==> src/rtl/ldst_issue_pkg.sv <==
package ldst_issue_pkg;

  typedef enum logic [1:0] {
    OP_LOAD    = 2'd0,
    OP_STORE   = 2'd1,
    OP_PRELOAD = 2'd2,
    OP_HINT2   = 2'd3
  } mem_op_e;

  localparam int LANE_BYTES = 8;

  // byte count for an access size code (0 byte, 1 half, 2/3 word)
  function automatic logic [3:0] size_bytes(input logic [1:0] sz);
    case (sz)
      2'd0:    size_bytes = 4'd1;
      2'd1:    size_bytes = 4'd2;
      default: size_bytes = 4'd4;
    endcase
  endfunction

endpackage

==> src/rtl/ldst_timing_dec.sv <==
module ldst_timing_dec
  import ldst_issue_pkg::*;
#(
  parameter int PC_PENALTY = 9,
  parameter int SLOW_CYC   = 3,
  parameter int CNT_W      = 4,
  parameter int LAT_W      = 3
) (
  input  logic [1:0]       op,
  input  logic [1:0]       size,
  input  logic             pre_idx,
  input  logic             reg_off,
  input  logic             off_neg,
  input  logic             shift_lsl,
  input  logic [4:0]       shift_amt,
  input  logic             wback,
  input  logic             unal_en,
  input  logic             to_pc,
  input  logic             rs_ok,
  output logic [CNT_W-1:0] cycles,
  output logic [LAT_W-1:0] ld_lat,
  output logic [LAT_W-1:0] base_lat,
  output logic             ld_en,
  output logic             base_en,
  output logic             pot_unal,
  output logic             is_store
);

  logic             cheap_shift;
  logic             slow_mode;
  logic             pc_load;
  logic [CNT_W-1:0] core_cyc;

  always_comb begin
    cheap_shift = shift_lsl && (shift_amt >= 5'd1) && (shift_amt <= 5'd3);
    slow_mode   = pre_idx && reg_off && (off_neg || !cheap_shift);
    pc_load     = (op == OP_LOAD) && to_pc;
    pot_unal    = unal_en && (size != 2'd0) && !pc_load;
    core_cyc    = (slow_mode ? CNT_W'(SLOW_CYC) : CNT_W'(1)) + CNT_W'(pot_unal);
    if (pc_load) cycles = rs_ok ? CNT_W'(1) : CNT_W'(PC_PENALTY);
    else         cycles = core_cyc;
    ld_lat   = LAT_W'(core_cyc) + LAT_W'(1);
    base_lat = LAT_W'(core_cyc);
    ld_en    = (op == OP_LOAD) && !to_pc;
    base_en  = wback && !pc_load;
    is_store = (op == OP_STORE);
  end

endmodule

==> src/rtl/ldst_lane_gen.sv <==
module ldst_lane_gen
  import ldst_issue_pkg::*;
#(
  parameter int AW = 32
) (
  input  logic [AW-1:0] addr,
  input  logic [1:0]    size,
  input  logic          free_align,
  output logic [AW-1:0] a0,
  output logic [AW-1:0] a1,
  output logic [7:0]    be0,
  output logic [7:0]    be1,
  output logic          split
);

  logic [3:0]    nb;
  logic [3:0]    first;
  logic [3:0]    last;
  logic [AW-1:0] low_mask;

  always_comb begin
    nb       = size_bytes(size);
    low_mask = AW'(nb) - AW'(1);
    a0       = free_align ? addr : (addr & ~low_mask);
    first    = {1'b0, a0[2:0]};
    last     = first + nb - 4'd1;
    for (int i = 0; i < LANE_BYTES; i++) begin
      be0[i] = (4'(i) >= first) && (4'(i) <= last);
      be1[i] = (4'(i + LANE_BYTES) <= last);
    end
    split = free_align && last[3];
    a1    = {a0[AW-1:3] + 1'b1, 3'b000};
  end

endmodule

==> src/rtl/ldst_pulse_sched.sv <==
module ldst_pulse_sched #(
  parameter int DEPTH = 5,
  parameter int LAT_W = 3
) (
  input  logic             clk,
  input  logic             rst_n,
  input  logic             fire,
  input  logic [LAT_W-1:0] lat,
  output logic             pulse
);

  logic [DEPTH-1:0] sr_q;
  logic [DEPTH-1:0] sr_d;
  logic [DEPTH-1:0] ins;

  for (genvar g = 0; g < DEPTH; g++) begin : g_slot
    assign ins[g] = fire && (lat == LAT_W'(g + 1));
  end

  always_comb sr_d = (sr_q >> 1) | ins;

  always_ff @(posedge clk or negedge rst_n) begin
    if (!rst_n) sr_q <= '0;
    else        sr_q <= sr_d;
  end

  assign pulse = sr_q[0];

endmodule

==> src/rtl/ldst_issue_seq.sv <==
module ldst_issue_seq
  import ldst_issue_pkg::*;
#(
  parameter int AW         = 32,
  parameter int DW         = 32,
  parameter int PC_PENALTY = 9,
  parameter int SLOW_CYC   = 3
) (
  input  logic          clk,
  input  logic          rst_n,
  input  logic          in_valid,
  output logic          in_ready,
  input  logic [1:0]    in_op,
  input  logic [1:0]    in_size,
  input  logic          in_pre_idx,
  input  logic          in_reg_off,
  input  logic          in_off_neg,
  input  logic          in_shift_lsl,
  input  logic [4:0]    in_shift_amt,
  input  logic          in_wback,
  input  logic [AW-1:0] in_addr,
  input  logic          in_unal_en,
  input  logic          in_to_pc,
  input  logic          in_rs_ok,
  input  logic [DW-1:0] st_data,
  output logic          req_valid,
  output logic          req_write,
  output logic [AW-1:0] req_addr,
  output logic [7:0]    req_be,
  output logic          wdat_valid,
  output logic [DW-1:0] wdat,
  output logic          load_rdy,
  output logic          base_rdy
);

  localparam int MAX_CYC = (PC_PENALTY > SLOW_CYC + 1) ? PC_PENALTY : SLOW_CYC + 1;
  localparam int CNT_W   = $clog2(MAX_CYC + 1);
  localparam int DEPTH   = SLOW_CYC + 2;
  localparam int LAT_W   = $clog2(DEPTH + 1);

  logic [CNT_W-1:0] dec_cycles;
  logic [LAT_W-1:0] dec_ld_lat, dec_base_lat;
  logic             dec_ld_en, dec_base_en, dec_pot, dec_store;
  logic [AW-1:0]    lg_a0, lg_a1;
  logic [7:0]       lg_be0, lg_be1;
  logic             lg_split;

  ldst_timing_dec #(
    .PC_PENALTY(PC_PENALTY), .SLOW_CYC(SLOW_CYC), .CNT_W(CNT_W), .LAT_W(LAT_W)
  ) u_dec (
    .op(in_op), .size(in_size), .pre_idx(in_pre_idx), .reg_off(in_reg_off),
    .off_neg(in_off_neg), .shift_lsl(in_shift_lsl), .shift_amt(in_shift_amt),
    .wback(in_wback), .unal_en(in_unal_en), .to_pc(in_to_pc), .rs_ok(in_rs_ok),
    .cycles(dec_cycles), .ld_lat(dec_ld_lat), .base_lat(dec_base_lat),
    .ld_en(dec_ld_en), .base_en(dec_base_en), .pot_unal(dec_pot), .is_store(dec_store)
  );

  ldst_lane_gen #(.AW(AW)) u_lane (
    .addr(in_addr), .size(in_size), .free_align(dec_pot),
    .a0(lg_a0), .a1(lg_a1), .be0(lg_be0), .be1(lg_be1), .split(lg_split)
  );

  logic accept;
  assign accept = in_valid && in_ready;

  ldst_pulse_sched #(.DEPTH(DEPTH), .LAT_W(LAT_W)) u_ld_sched (
    .clk(clk), .rst_n(rst_n), .fire(accept && dec_ld_en),
    .lat(dec_ld_lat), .pulse(load_rdy)
  );

  ldst_pulse_sched #(.DEPTH(DEPTH), .LAT_W(LAT_W)) u_base_sched (
    .clk(clk), .rst_n(rst_n), .fire(accept && dec_base_en),
    .lat(dec_base_lat), .pulse(base_rdy)
  );

  // control state
  logic [CNT_W-1:0] cnt_q, cnt_d;
  logic             st_pend_q, st_pend_d;
  logic             wd_take;
  logic             wdv_q, wdv_d;
  logic             reqv_q, reqv_d;
  logic             pend_q, pend_d;
  // data state with enables
  logic             req_en, pend_en;
  logic [AW-1:0]    req_a_q, req_a_d, pend_a_q;
  logic [7:0]       req_b_q, req_b_d, pend_b_q;
  logic             req_w_q;
  logic [DW-1:0]    wdat_q;

  assign in_ready = (cnt_q <= CNT_W'(1));

  always_comb begin
    cnt_d = cnt_q;
    if (accept)               cnt_d = dec_cycles;
    else if (cnt_q != '0)     cnt_d = cnt_q - CNT_W'(1);

    wd_take   = st_pend_q && (cnt_q == CNT_W'(1));
    wdv_d     = wd_take;
    st_pend_d = st_pend_q;
    if (accept)       st_pend_d = dec_store;
    else if (wd_take) st_pend_d = 1'b0;

    reqv_d  = 1'b0;
    pend_d  = pend_q;
    req_en  = 1'b0;
    pend_en = 1'b0;
    req_a_d = req_a_q;
    req_b_d = req_b_q;
    if (accept) begin
      reqv_d  = 1'b1;
      req_en  = 1'b1;
      pend_en = 1'b1;
      req_a_d = lg_a0;
      req_b_d = lg_be0;
      pend_d  = lg_split;
    end else if (pend_q) begin
      reqv_d  = 1'b1;
      req_en  = 1'b1;
      req_a_d = pend_a_q;
      req_b_d = pend_b_q;
      pend_d  = 1'b0;
    end
  end

  always_ff @(posedge clk or negedge rst_n) begin
    if (!rst_n) begin
      cnt_q     <= '0;
      st_pend_q <= 1'b0;
      wdv_q     <= 1'b0;
      reqv_q    <= 1'b0;
      pend_q    <= 1'b0;
    end else begin
      cnt_q     <= cnt_d;
      st_pend_q <= st_pend_d;
      wdv_q     <= wdv_d;
      reqv_q    <= reqv_d;
      pend_q    <= pend_d;
    end
  end

  always_ff @(posedge clk) begin
    if (req_en) begin
      req_a_q <= req_a_d;
      req_b_q <= req_b_d;
    end
    if (accept)  req_w_q  <= dec_store;
    if (pend_en) begin
      pend_a_q <= lg_a1;
      pend_b_q <= lg_be1;
    end
    if (wd_take) wdat_q <= st_data;
  end

  assign req_valid  = reqv_q;
  assign req_write  = req_w_q;
  assign req_addr   = req_a_q;
  assign req_be     = req_b_q;
  assign wdat_valid = wdv_q;
  assign wdat       = wdat_q;

endmodule

==> config.mk <==
export PLATFORM = sky130hd
export DESIGN_NAME = ldst_issue_seq
export DESIGN_NICKNAME = d
export VERILOG_FILES = /design/src/rtl/ldst_issue_pkg.sv /design/src/rtl/ldst_timing_dec.sv /design/src/rtl/ldst_lane_gen.sv /design/src/rtl/ldst_pulse_sched.sv /design/src/rtl/ldst_issue_seq.sv
export SDC_FILE = /design/constraint.sdc
export NUM_CORES = 1
export LEC_CHECK = 0
export CAP_MARGIN = 20
export CORE_MARGIN = 3
export CORE_UTILIZATION = 50
export CTS_CLUSTER_SIZE = 40
export DETAILED_ROUTE_END_ITERATION = 8
export DONT_BUFFER_PORTS = 1
export GPL_TIMING_DRIVEN = 0
export MAX_ROUTING_LAYER = met4
export PLACE_DENSITY = 0.79
export SETUP_SLACK_MARGIN = 0.2
export SLEW_MARGIN = 5
export SYNTH_ARGS = -nofsm -noshare
export SYNTH_HDL_FRONTEND = slang
export SYNTH_SLANG_ARGS = --single-unit
==> constraint.sdc <==
create_clock -name clk -period 2.7 [get_ports clk]
set_input_delay 0.54 -clock clk [delete_from_list [all_inputs] [get_ports clk]]
set_output_delay 0.54 -clock clk [all_outputs]
set_load 0.01 [all_outputs]
==> impl_metrics.yaml, run 1 <==
status:
  status: "complete, no violations"
clock_tree:
  clockBufferDepth: 2
  worstSkewPairLatency_ns: 0.52
  clk_pin_slew_ns: 0.06
  clock-root-buffer: "clkbuf_8"
  cts_sinks: 128
  cts_made_buffers: 17
  htreeDepth: 4
  cts_tree: "yes"
power:
  switching_power_mw: 1.67
  clockPowerShare_pct: 36.7
  ir_drop_mv: 0.727
  internal_power_mw: 4.50
  netSwitchingFraction_pct: 27.1
  pwr-share-comb_pct: 17.2
  power_density_nw_per_um2: 955
  seq_power_share_pct: 46.1
  p_leak_nw: 2.52
hold_path:
  whs_path_depth: 0
  hp-class: "in -> reg"
final_layout:
  layout_commonest_cell: "edfxtp_1"
  drive_above_1_share_pct: 13.7
  layout.nets: 546
  design_area_um2: 6460
  area_growth_pct: 16.8
  final_cell_mix: "110 x edfxtp_1, 105 x nand2_1, 22 x xnor2_1"
  diodes: 0
floorplanning:
  fp.dieH_um: 111
  ioPinCount: 162
  dieArea_um2: 12400
  initial_core_util_pct: 52.4
  coreArea_um2: 10600
  die_x_um: 111
  num_rows: 37
drt:
  drc: 0
  drtAntennaViolNets: 0
  finalWirelength_um: 12100
  vias_per_cell: 5.55
  wl_per_cell_um: 20.2
  drtIter0Drc: 388
  drt_pass1_iterations: 4
  num_vias: 3315
timing:
  fin_skew_ns: 0.0163
  final_max_slew_viol_count: 0
  fin_crit_sh_pct: 89.0
  setup_viol: 0
  slew_headroom_pct: 45.2
  rsz0062_at_grt: "false"
  fin_crit_ns: 2.40
  hold_viol_final: 0
  timing.fmax_ghz: 0.416
  worst_pin_slew_ns: 0.821
  layout_setup_ws_ns: 0.296
grt:
  grtUsageTotal_pct: 21.1
  grt_first_pass_wirelength_um: 19600
  grt_pass1_vias: 3541
  grt_max_degree: 42
  overflow: 0
  antenna_found_initial: 0
yosys:
  yosysWarnings: 0
  yosysTopAreaCellShare_pct: 59.7
  synth_simple_gate_area_share_pct: 15.6
  synth_xor_area_share_pct: 4.91
  synth_edf_count: 110
  synth_ff_type: "edfxtp_1"
  syn_nets: 521
  synthesis.area_um2: 5530
  ys_seq_area_share_pct: 67.9
  synth.area.mux_share_pct: 0.385
  ys_types: 52
  synth-compound-area-share_pct: 5.27
  postSynthCellCount: 423
  synth-seq-cells: 128
  synthArstFlopShare_pct: 14.1
  syn_avg_cell_area_um2: 13.1
  synth_top_family_by_area: "simple AND/OR/NAND/NOR gates"
  synthTopCellsByArea: "edfxtp_1 60%, dfrtp_1 8.1%, nand2_1 7.1%, xnor2_1 3.6%, ha_1 2.9%"
  synth_adder_area_share_pct: 3.30
  yosysTopAreaCell: "edfxtp_1"
placed_design:
  place.gp.congestion: 0.842
  dpl_worst_slack_ns: -0.511
  numPortBuffers: 0
  dp_hpwl_um: 8460
  place_area_um2: 5810
critical_path:
  criticalPathCategory: "in -> reg"
  arrival_ns: 2.68
  cp_max_fo: 10
  start_kind: "input port"
  r2r_cells: 7
  cp.required_ns: 2.97
  worst_setup_path_end_kind: "flip-flop"
flow_run:
  max-cap-violations: 0
-- repair_timing --
item                                   CTS  global route
setup endpoints to repair               62            13
gates resized for setup                  3             5
pin swaps                                3             2
endpoints found under the hold margin   18             0
buffers inserted                         3             0
hold buffers                             1             0
-- synthesized netlist by cell type, types with 2 or more instances --
library cell,number
buf_6,2
nor3_1,5
and2_1,4
clkbuf_1,4
nand2b_1,3
nor2_1,20
nand4_1,13
buf_1,2
and3_1,7
o21ai_0,5
ha_1,13
nor2b_1,2
inv_1,13
edfxtp_1,110
o31ai_1,2
dfrtp_1,18
xnor2_1,23
nand3b_1,2
xor2_1,8
a21o_1,9
a211oi_1,3
clkbuf_8,3
a21oi_1,6
o21ai_1,2
nand3_1,12
nand2_1,105
nor2_2,2
-- routing by layer --
layer	up-vias	GRT usage [%]	wire length (um)
li1	1555	-	-
met1	1596	23.5	4630
met2	145	34.7	6320
met3	19	7.91	908
met4	0	8.27	199
met5	-	-	0
-- cell families after synthesis --
logic type / count (synthesis)
and+or+nand+nor: 185
buffers and inverters: 26
AOI/OAI and AO/OA: 37
xor gates and xnor gates: 31
adders and majority gates: 14
muxes: 2
DFF: 128
-- final timing paths --
check | startpoint | slack (ns) | to
min in group asynchronous | rst_n | 0.55 | cnt_q[1]$_DFFE_PN0P_
worst min register to register | u_ld_sched.sr_q[2]$_DFF_PN0_ | 0.43 | u_ld_sched.sr_q[1]$_DFF_PN0_
worst min-delay path | st_data[13] | 0.11 | wdat[13]$_DFFE_PP_
max in group asynchronous | rst_n | 1.65 | req_valid$_DFF_PN0_
worst max register to register | cnt_q[0]$_DFFE_PN0P_ | 0.43 | req_addr[14]$_DFFE_PP_
worst max-delay path | in_op[1] | 0.30 | req_be[1]$_DFFE_PP_
-- state kept, by name, summed over array words and instances (netlist names), 4 cells and up --
register,count
u_base_sched.sr_q,5
req_be,8
u_ld_sched.sr_q,5
pend_b_q,8
wdat,32
req_addr,32
pend_a_q,29
cnt_q,4
-- worst max-delay path, cell delays in order --
cell and delay (ns):
or3b_1 0.38, buf_6 0.15, a31oi_4 0.17, ha_1 0.17, inv_1 0.05, ha_2 0.18, fa_2 0.38, xnor2_4 0.17
inv_2 0.06, buf_6 0.14, o31ai_2 0.20, o21ai_1 0.09
-- power groups by stage --
stage / combinational, mW / clock, mW / sequential (mW)
final: 1.06 / 2.26 / 2.84
after global routing: 1.20 / 2.41 / 2.87
after CTS: 1.06 / 2.30 / 2.85
after detailed placement: 1.03 / 0 / 2.89
after global placement: 0.946 / 0 / 2.87
after floorplan: 0.762 / 0 / 2.82
-- stage by stage --
stage	instances	power [mW]	hold WS (ns)	utilization [%]	TNS (ns)
after floorplan	423	3.59	0.244	-	-1.58
after global placement	559	3.82	0.245	54.6	-3.49
after detailed placement	561	3.92	0.245	55.1	-4.31
after CTS	597	6.21	0.0918	61.0	0
after global routing	597	6.48	0.0871	61.2	0
final	597	6.17	0.114	61.2	0
-- cell type report --
cell class	instances	area [um^2]
timing repair buffer	6	87.6
clock buffer	20	425
inverter	14	52.6
fill	779	4100
tap	136	170
multi-input combinational	269	1700
clock inverter	12	166
sequential	128	3750
buffer	12	101
Power figures use the tool's default switching activity.
==> run 2, diff against run 1 <==
--- a/config.mk
+++ b/config.mk
@@ -12,6 +12,7 @@
 export DETAILED_ROUTE_END_ITERATION = 8
 export DONT_BUFFER_PORTS = 1
 export GPL_TIMING_DRIVEN = 0
+export HOLD_SLACK_MARGIN = 0.02
 export MAX_ROUTING_LAYER = met4
 export PLACE_DENSITY = 0.79
 export SETUP_SLACK_MARGIN = 0.2
==> constraint.sdc (replaced) <==
create_clock -name clk -period 2.7 [get_ports clk]
set_input_delay 0 -clock clk [delete_from_list [all_inputs] [get_ports clk]]
set_output_delay 0 -clock clk [all_outputs]
set_load 0.01 [all_outputs]
==> run 2 against run 1 <==
Compared with the run above:
- maximum frequency up 3.9%
- worst setup slack better by 0.090 ns
- via count up 14%
- die area unchanged
- total power up 0.90%
- wire length up 8.6%
- final cell count up 13%
- sequential power about the same
==> impl_metrics.yaml, run 2 (synthesis results as in run 1) <==
drt:
  vias_per_cell: 5.61
  drtAntennaViolNets: 0
  finalWirelength_um: 13100
  drtIter0Drc: 507
  drt_pass1_iterations: 5
  drc: 0
  num_vias: 3789
  wl_per_cell_um: 19.4
grt:
  grt_first_pass_wirelength_um: 20900
  grtUsageTotal_pct: 22.3
  antenna_found_initial: 0
  grt_pass1_vias: 3917
  overflow: 0
  grt_max_degree: 48
power:
  ir_drop_mv: 0.494
  power_density_nw_per_um2: 870
  p_leak_nw: 2.82
  p_total_mw: 6.23
final_layout:
  final_cell_mix: "110 x edfxtp_1, 105 x nand2_1, 81 x dlygate4sd3_1"
  layout.nets: 626
  fillers: 679
  area_growth_pct: 29.5
  layout_commonest_cell: "edfxtp_1"
  diodes: 0
  instances_no_fill: 675
  drive_above_1_share_pct: 10.0
  design_area_um2: 7160
timing:
  fin_crit_sh_pct: 85.7
  fin_skew_ns: 0.00675
  timing.fmax_ghz: 0.432
  layout_setup_ws_ns: 0.386
  final_max_slew_viol_count: 0
  setup_viol: 0
  slew_headroom_pct: 46.2
  whs_ns: 0.0226
  worst_pin_slew_ns: 0.805
  fin_crit_ns: 2.31
  rsz0062_at_grt: "false"
  hold_viol_final: 0
critical_path:
  cp.required_ns: 3.13
  cp-endpoint: "cnt_q[3]$_DFFE_PN0P_"
  r2r_cells: 8
  cp_max_fo: 10
  rrSetupSlack_ns: 0.39
  criticalPathCategory: "reg -> reg"
  startpoint: "cnt_q[0]$_DFFE_PN0P_"
  arrival_ns: 2.74
  start_kind: "flip-flop"
  worstReg2RegStart: "cnt_q[0]$_DFFE_PN0P_"
  regToRegEndpoint: "cnt_q[3]$_DFFE_PN0P_"
  worst_setup_path_end_kind: "flip-flop"
clock_tree:
  cts_made_buffers: 17
  htreeDepth: 4
  clk_pin_slew_ns: 0.06
  cts_tree: "yes"
  cts_sinks: 128
  clockBufferDepth: 2
  worstSkewPairLatency_ns: 0.51
  clock-root-buffer: "clkbuf_8"
floorplanning:
  initial_core_util_pct: 52.4
  num_rows: 37
  die_x_um: 111
  ioPinCount: 162
  coreArea_um2: 10600
  dieArea_um2: 12400
  fp.dieH_um: 111
flow_run:
  max-cap-violations: 0
status:
  status: "complete, no violations"
placed_design:
  place.gp.congestion: 0.847
  place_area_um2: 5730
  numPortBuffers: 0
  dp_hpwl_um: 8240
  dpl_worst_slack_ns: -0.0661
  dp.cells: 560
hold_path:
  hp-class: "in -> async"
## run 2: worst min path at each step
stage / from / end / slack [ns] / cells past startpoint
after global routing: in_pre_idx / u_ld_sched.sr_q[3]$_DFF_PN0_ / 0.04 / 3
final: rst_n / u_base_sched.sr_q[2]$_DFF_PN0_ / 0.02 / 1
after global placement: rst_n / u_base_sched.sr_q[3]$_DFF_PN0_ / -0.30 / 0
after detailed placement: rst_n / u_base_sched.sr_q[4]$_DFF_PN0_ / -0.30 / 0
after CTS: rst_n / u_base_sched.sr_q[4]$_DFF_PN0_ / 0.02 / 1
after floorplan: rst_n / cnt_q[0]$_DFFE_PN0P_ / -0.30 / 0
## run 2: per-layer routing
layer	vias to the layer above	routed length [um]	GRT usage (%)
met1	1814	4930	25.1
met3	27	1140	7.21
met2	237	6650	36.3
li1	1711	-	-
met5	-	0	-
met4	0	374	9.98
## run 2: power breakdown
| part | leakage, nW | switching (mW) | internal (mW) |
|---|---|---|---|
| Combinational | 1.30 | 0.697 | 0.426 |
| Sequential | 1.25 | 0.226 | 2.62 |
| Clock | 0.274 | 0.786 | 1.47 |
| Total | 2.82 | 1.71 | 4.52 |
## run 2: final cells by class
cell class / instances / area (um^2) / share of cell area, %
Buffer: 12 / 97.6 / 1.36
Inverter: 14 / 52.6 / 0.734
Tap cell: 136 / 170 / 2.38
Clock buffer: 17 / 414 / 5.78
Multi-Input combinational cell: 269 / 1650 / 23.0
Sequential cell: 128 / 3750 / 52.4
Timing Repair Buffer: 86 / 856 / 12.0
Clock inverter: 13 / 170 / 2.38
## run 2: worst max-delay path, cell delays in order, from the launching register on
cell           delay (ns)
dfrtp_1              0.42
inv_1                0.08
ha_1                 0.21
nor2_1               0.07
nand3b_1             0.22
clkbuf_8             0.22
or3_1                0.31
dlygate4sd3_1        0.57
a21oi_1              0.15
## run 2: stage by stage
stage	setup TNS, ns	utilization [%]
floorplan	0	-
global placement	0	54.2
detailed placement	-0.124	54.3
CTS	0	67.5
global route	0	67.8
finish	0	67.8
## run 2: what timing repair did
action	4_1_cts	5_1_grt
pin swaps	0	2
gates cloned	0	0
hold buffers	81	0
endpoints found under the hold margin	135	0
setup buffers	0	4
resized for setup	3	1
setup endpoints to repair	78	51
==> run 3, diff against run 2 <==
--- a/config.mk
+++ b/config.mk
@@ -15,6 +15,7 @@
 export HOLD_SLACK_MARGIN = 0.02
 export MAX_ROUTING_LAYER = met4
 export PLACE_DENSITY = 0.79
+export REMOVE_ABC_BUFFERS = 1
 export SETUP_SLACK_MARGIN = 0.2
 export SLEW_MARGIN = 5
 export SYNTH_ARGS = -nofsm -noshare
==> run 3 against run 2 <==
Compared with the run above:
- total power rose by 6.1%
- via count fell by 1.2%
- critical path depth fell by 1
- highest routed layer unchanged
- clock power rose by 16%
- utilization rose by 1.0 points
- worst setup slack got worse by 0.16 ns
- maximum frequency fell by 6.5%
- critical endpoint is now pend_a_q[25]$_DFFE_PP_
- clock skew rose by 0.0040 ns
==> impl_metrics.yaml, run 3 (synthesis results as in run 1) <==
critical_path:
  cp_max_fo: 8
  crit_path_top_delay_cell: "dlygate4sd3_1"
  start_kind: "input port"
  cp-endpoint: "pend_a_q[25]$_DFFE_PP_"
  worstReg2RegStart: "cnt_q[0]$_DFFE_PN0P_"
  arrival_ns: 2.73
  regToRegEndpoint: "u_ld_sched.sr_q[0]$_DFF_PN0_"
  cp.required_ns: 2.95
  r2r_cells: 8
  cpPeakStageDelay_ns: 0.66
  rrSetupSlack_ns: 0.40
  startpoint: "in_addr[17]"
  criticalPathCategory: "in -> reg"
  path_common_cell: "dlygate4sd3_1"
  worst_setup_path_end_kind: "flip-flop"
  path_cells: "dlygate4sd3_1 -> nand4_1 -> dlygate4sd3_1 -> nor3_4 -> nand3_1 -> xnor2_1 -> dlygate4sd3_1"
power:
  internal_power_mw: 4.84
  netSwitchingFraction_pct: 26.7
  pwr-share-comb_pct: 17.2
  ir_drop_mv: 0.661
  clockPowerShare_pct: 39.7
  p_total_mw: 6.60
  power_density_nw_per_um2: 909
  switching_power_mw: 1.76
  seq_power_share_pct: 43.1
  p_leak_nw: 2.88
clock_tree:
  htreeDepth: 4
  cts_sinks: 128
  clock-root-buffer: "clkbuf_8"
  cts_made_buffers: 17
  cts_tree: "yes"
  clockBufferDepth: 2
  clk_pin_slew_ns: 0.06
  worstSkewPairLatency_ns: 0.51
final_layout:
  layout.nets: 621
  area_growth_pct: 31.4
  drive_above_1_share_pct: 10.4
  layout_commonest_cell: "edfxtp_1"
  final_cell_mix: "110 x edfxtp_1, 105 x nand2_1, 84 x dlygate4sd3_1"
timing:
  fin_skew_ns: 0.0107
  layout_setup_ws_ns: 0.225
  rsz0062_at_grt: "false"
  fin_crit_sh_pct: 91.7
  fin_crit_ns: 2.48
  hold_viol_final: 0
  whs_ns: 0.0411
  setup_viol: 0
  slew_headroom_pct: 43.7
  fin_tns_setup_ns: 0
  final_max_slew_viol_count: 0
  worst_pin_slew_ns: 0.842
  timing.fmax_ghz: 0.404
drt:
  drtIter0Drc: 309
  drc: 0
  drtAntennaViolNets: 0
  finalWirelength_um: 13600
  drt_pass1_iterations: 5
  num_vias: 3742
  wl_per_cell_um: 20.2
  vias_per_cell: 5.56
floorplanning:
  ioPinCount: 162
  initial_core_util_pct: 52.4
  dieArea_um2: 12400
  num_rows: 37
  coreArea_um2: 10600
  fp.dieH_um: 111
  die_x_um: 111
placed_design:
  numPortBuffers: 0
  dpl_worst_slack_ns: -0.388
  place.gp.congestion: 0.806
  dp_hpwl_um: 8340
grt:
  overflow: 0
  grt_pass1_vias: 3836
  grtUsageTotal_pct: 23.2
  grt_max_degree: 74
  antenna_found_initial: 1
  grt_first_pass_wirelength_um: 21500
hold_path:
  hp-class: "in -> async"
flow_run:
  max-cap-violations: 0
status:
  status: "complete, no violations"
==> run 3: cell types whose count changed in the layout (fill, tap and decap cells not counted), moves of 2 or more <==
cell / before / now
dlygate4sd3_1: 81 / 84
clkinv_4: 0 / 2
clkinvlp_4: 3 / 1
clkbuf_1: 4 / 1
clkinv_1: 5 / 2
buf_6: 2 / 0
bufinv_16: 4 / 7
clkbuf_8: 4 / 1
==> run 3: per-layer routing <==
layer | wire [um] | GRT usage (%) | vias up | share of wire, %
met3 | 1030 | 7.42 | 31 | 7.5
met5 | 0 | - | - | 0
met1 | 5410 | 26.9 | 1800 | 40
li1 | - | - | 1712 | -
met4 | 336 | 9.00 | 0 | 2.5
met2 | 6850 | 37.8 | 199 | 50
==> run 3: metrics by stage <==
step / cell area [um^2] / instances / util (%)
after floorplan: 5440 / 411 / -
after global placement: 5610 / 547 / 53.1
after detailed placement: 5690 / 551 / 53.9
after CTS: 7240 / 669 / 68.6
after global routing: 7270 / 673 / 68.9
final: 7270 / 673 / 68.9
==> run 3: worst max-delay path: cells and delay by family <==
kind | cells | cell delay, ns
simple gates | 3 | 0.65
buf+inv | 3 | 1.89
xor+xnor | 1 | 0.18
==> run 3: power groups by stage <==
stage / clock, mW / combinational [mW] / sequential, mW
floorplan: 0 / 0.672 / 2.82
global placement: 0 / 0.849 / 2.87
detailed placement: 0 / 0.960 / 2.88
CTS: 2.67 / 1.13 / 2.85
global route: 2.79 / 1.26 / 2.87
finish: 2.62 / 1.14 / 2.85
==> run 3: worst min path at each step <==
stage                           start  slack, ns                              to  cells after the start
after floorplan                 rst_n      -0.30            cnt_q[0]$_DFFE_PN0P_                      0
after global placement          rst_n      -0.30  u_base_sched.sr_q[4]$_DFF_PN0_                      0
after detailed placement        rst_n      -0.30  u_base_sched.sr_q[2]$_DFF_PN0_                      0
after CTS                 in_addr[11]       0.02          pend_a_q[15]$_DFFE_PP_                      3
after global routing       in_reg_off       0.05    u_ld_sched.sr_q[3]$_DFF_PN0_                      3
final                           rst_n       0.04  u_base_sched.sr_q[4]$_DFF_PN0_                      1
==> run 3: layout make-up <==
cell class / instances / area [um^2]
repair buffers: 93 / 956
flip-flops and latches: 128 / 3750
well taps: 136 / 170
inverters: 14 / 66.3
multi-input cells: 269 / 1640
fillers: 660 / 3290
diodes: 1 / 2.50
clock buffers: 18 / 418
clock inverters: 14 / 260
==> run 3: what timing repair did <==
item / in CTS / in global routing
hold buffers: 84 / 0
hold endpoints to repair: 134 / 0
resized for setup: 3 / 1
pin swaps: 0 / 1
endpoints found under the setup margin: 118 / 2
setup buffers: 2 / 3
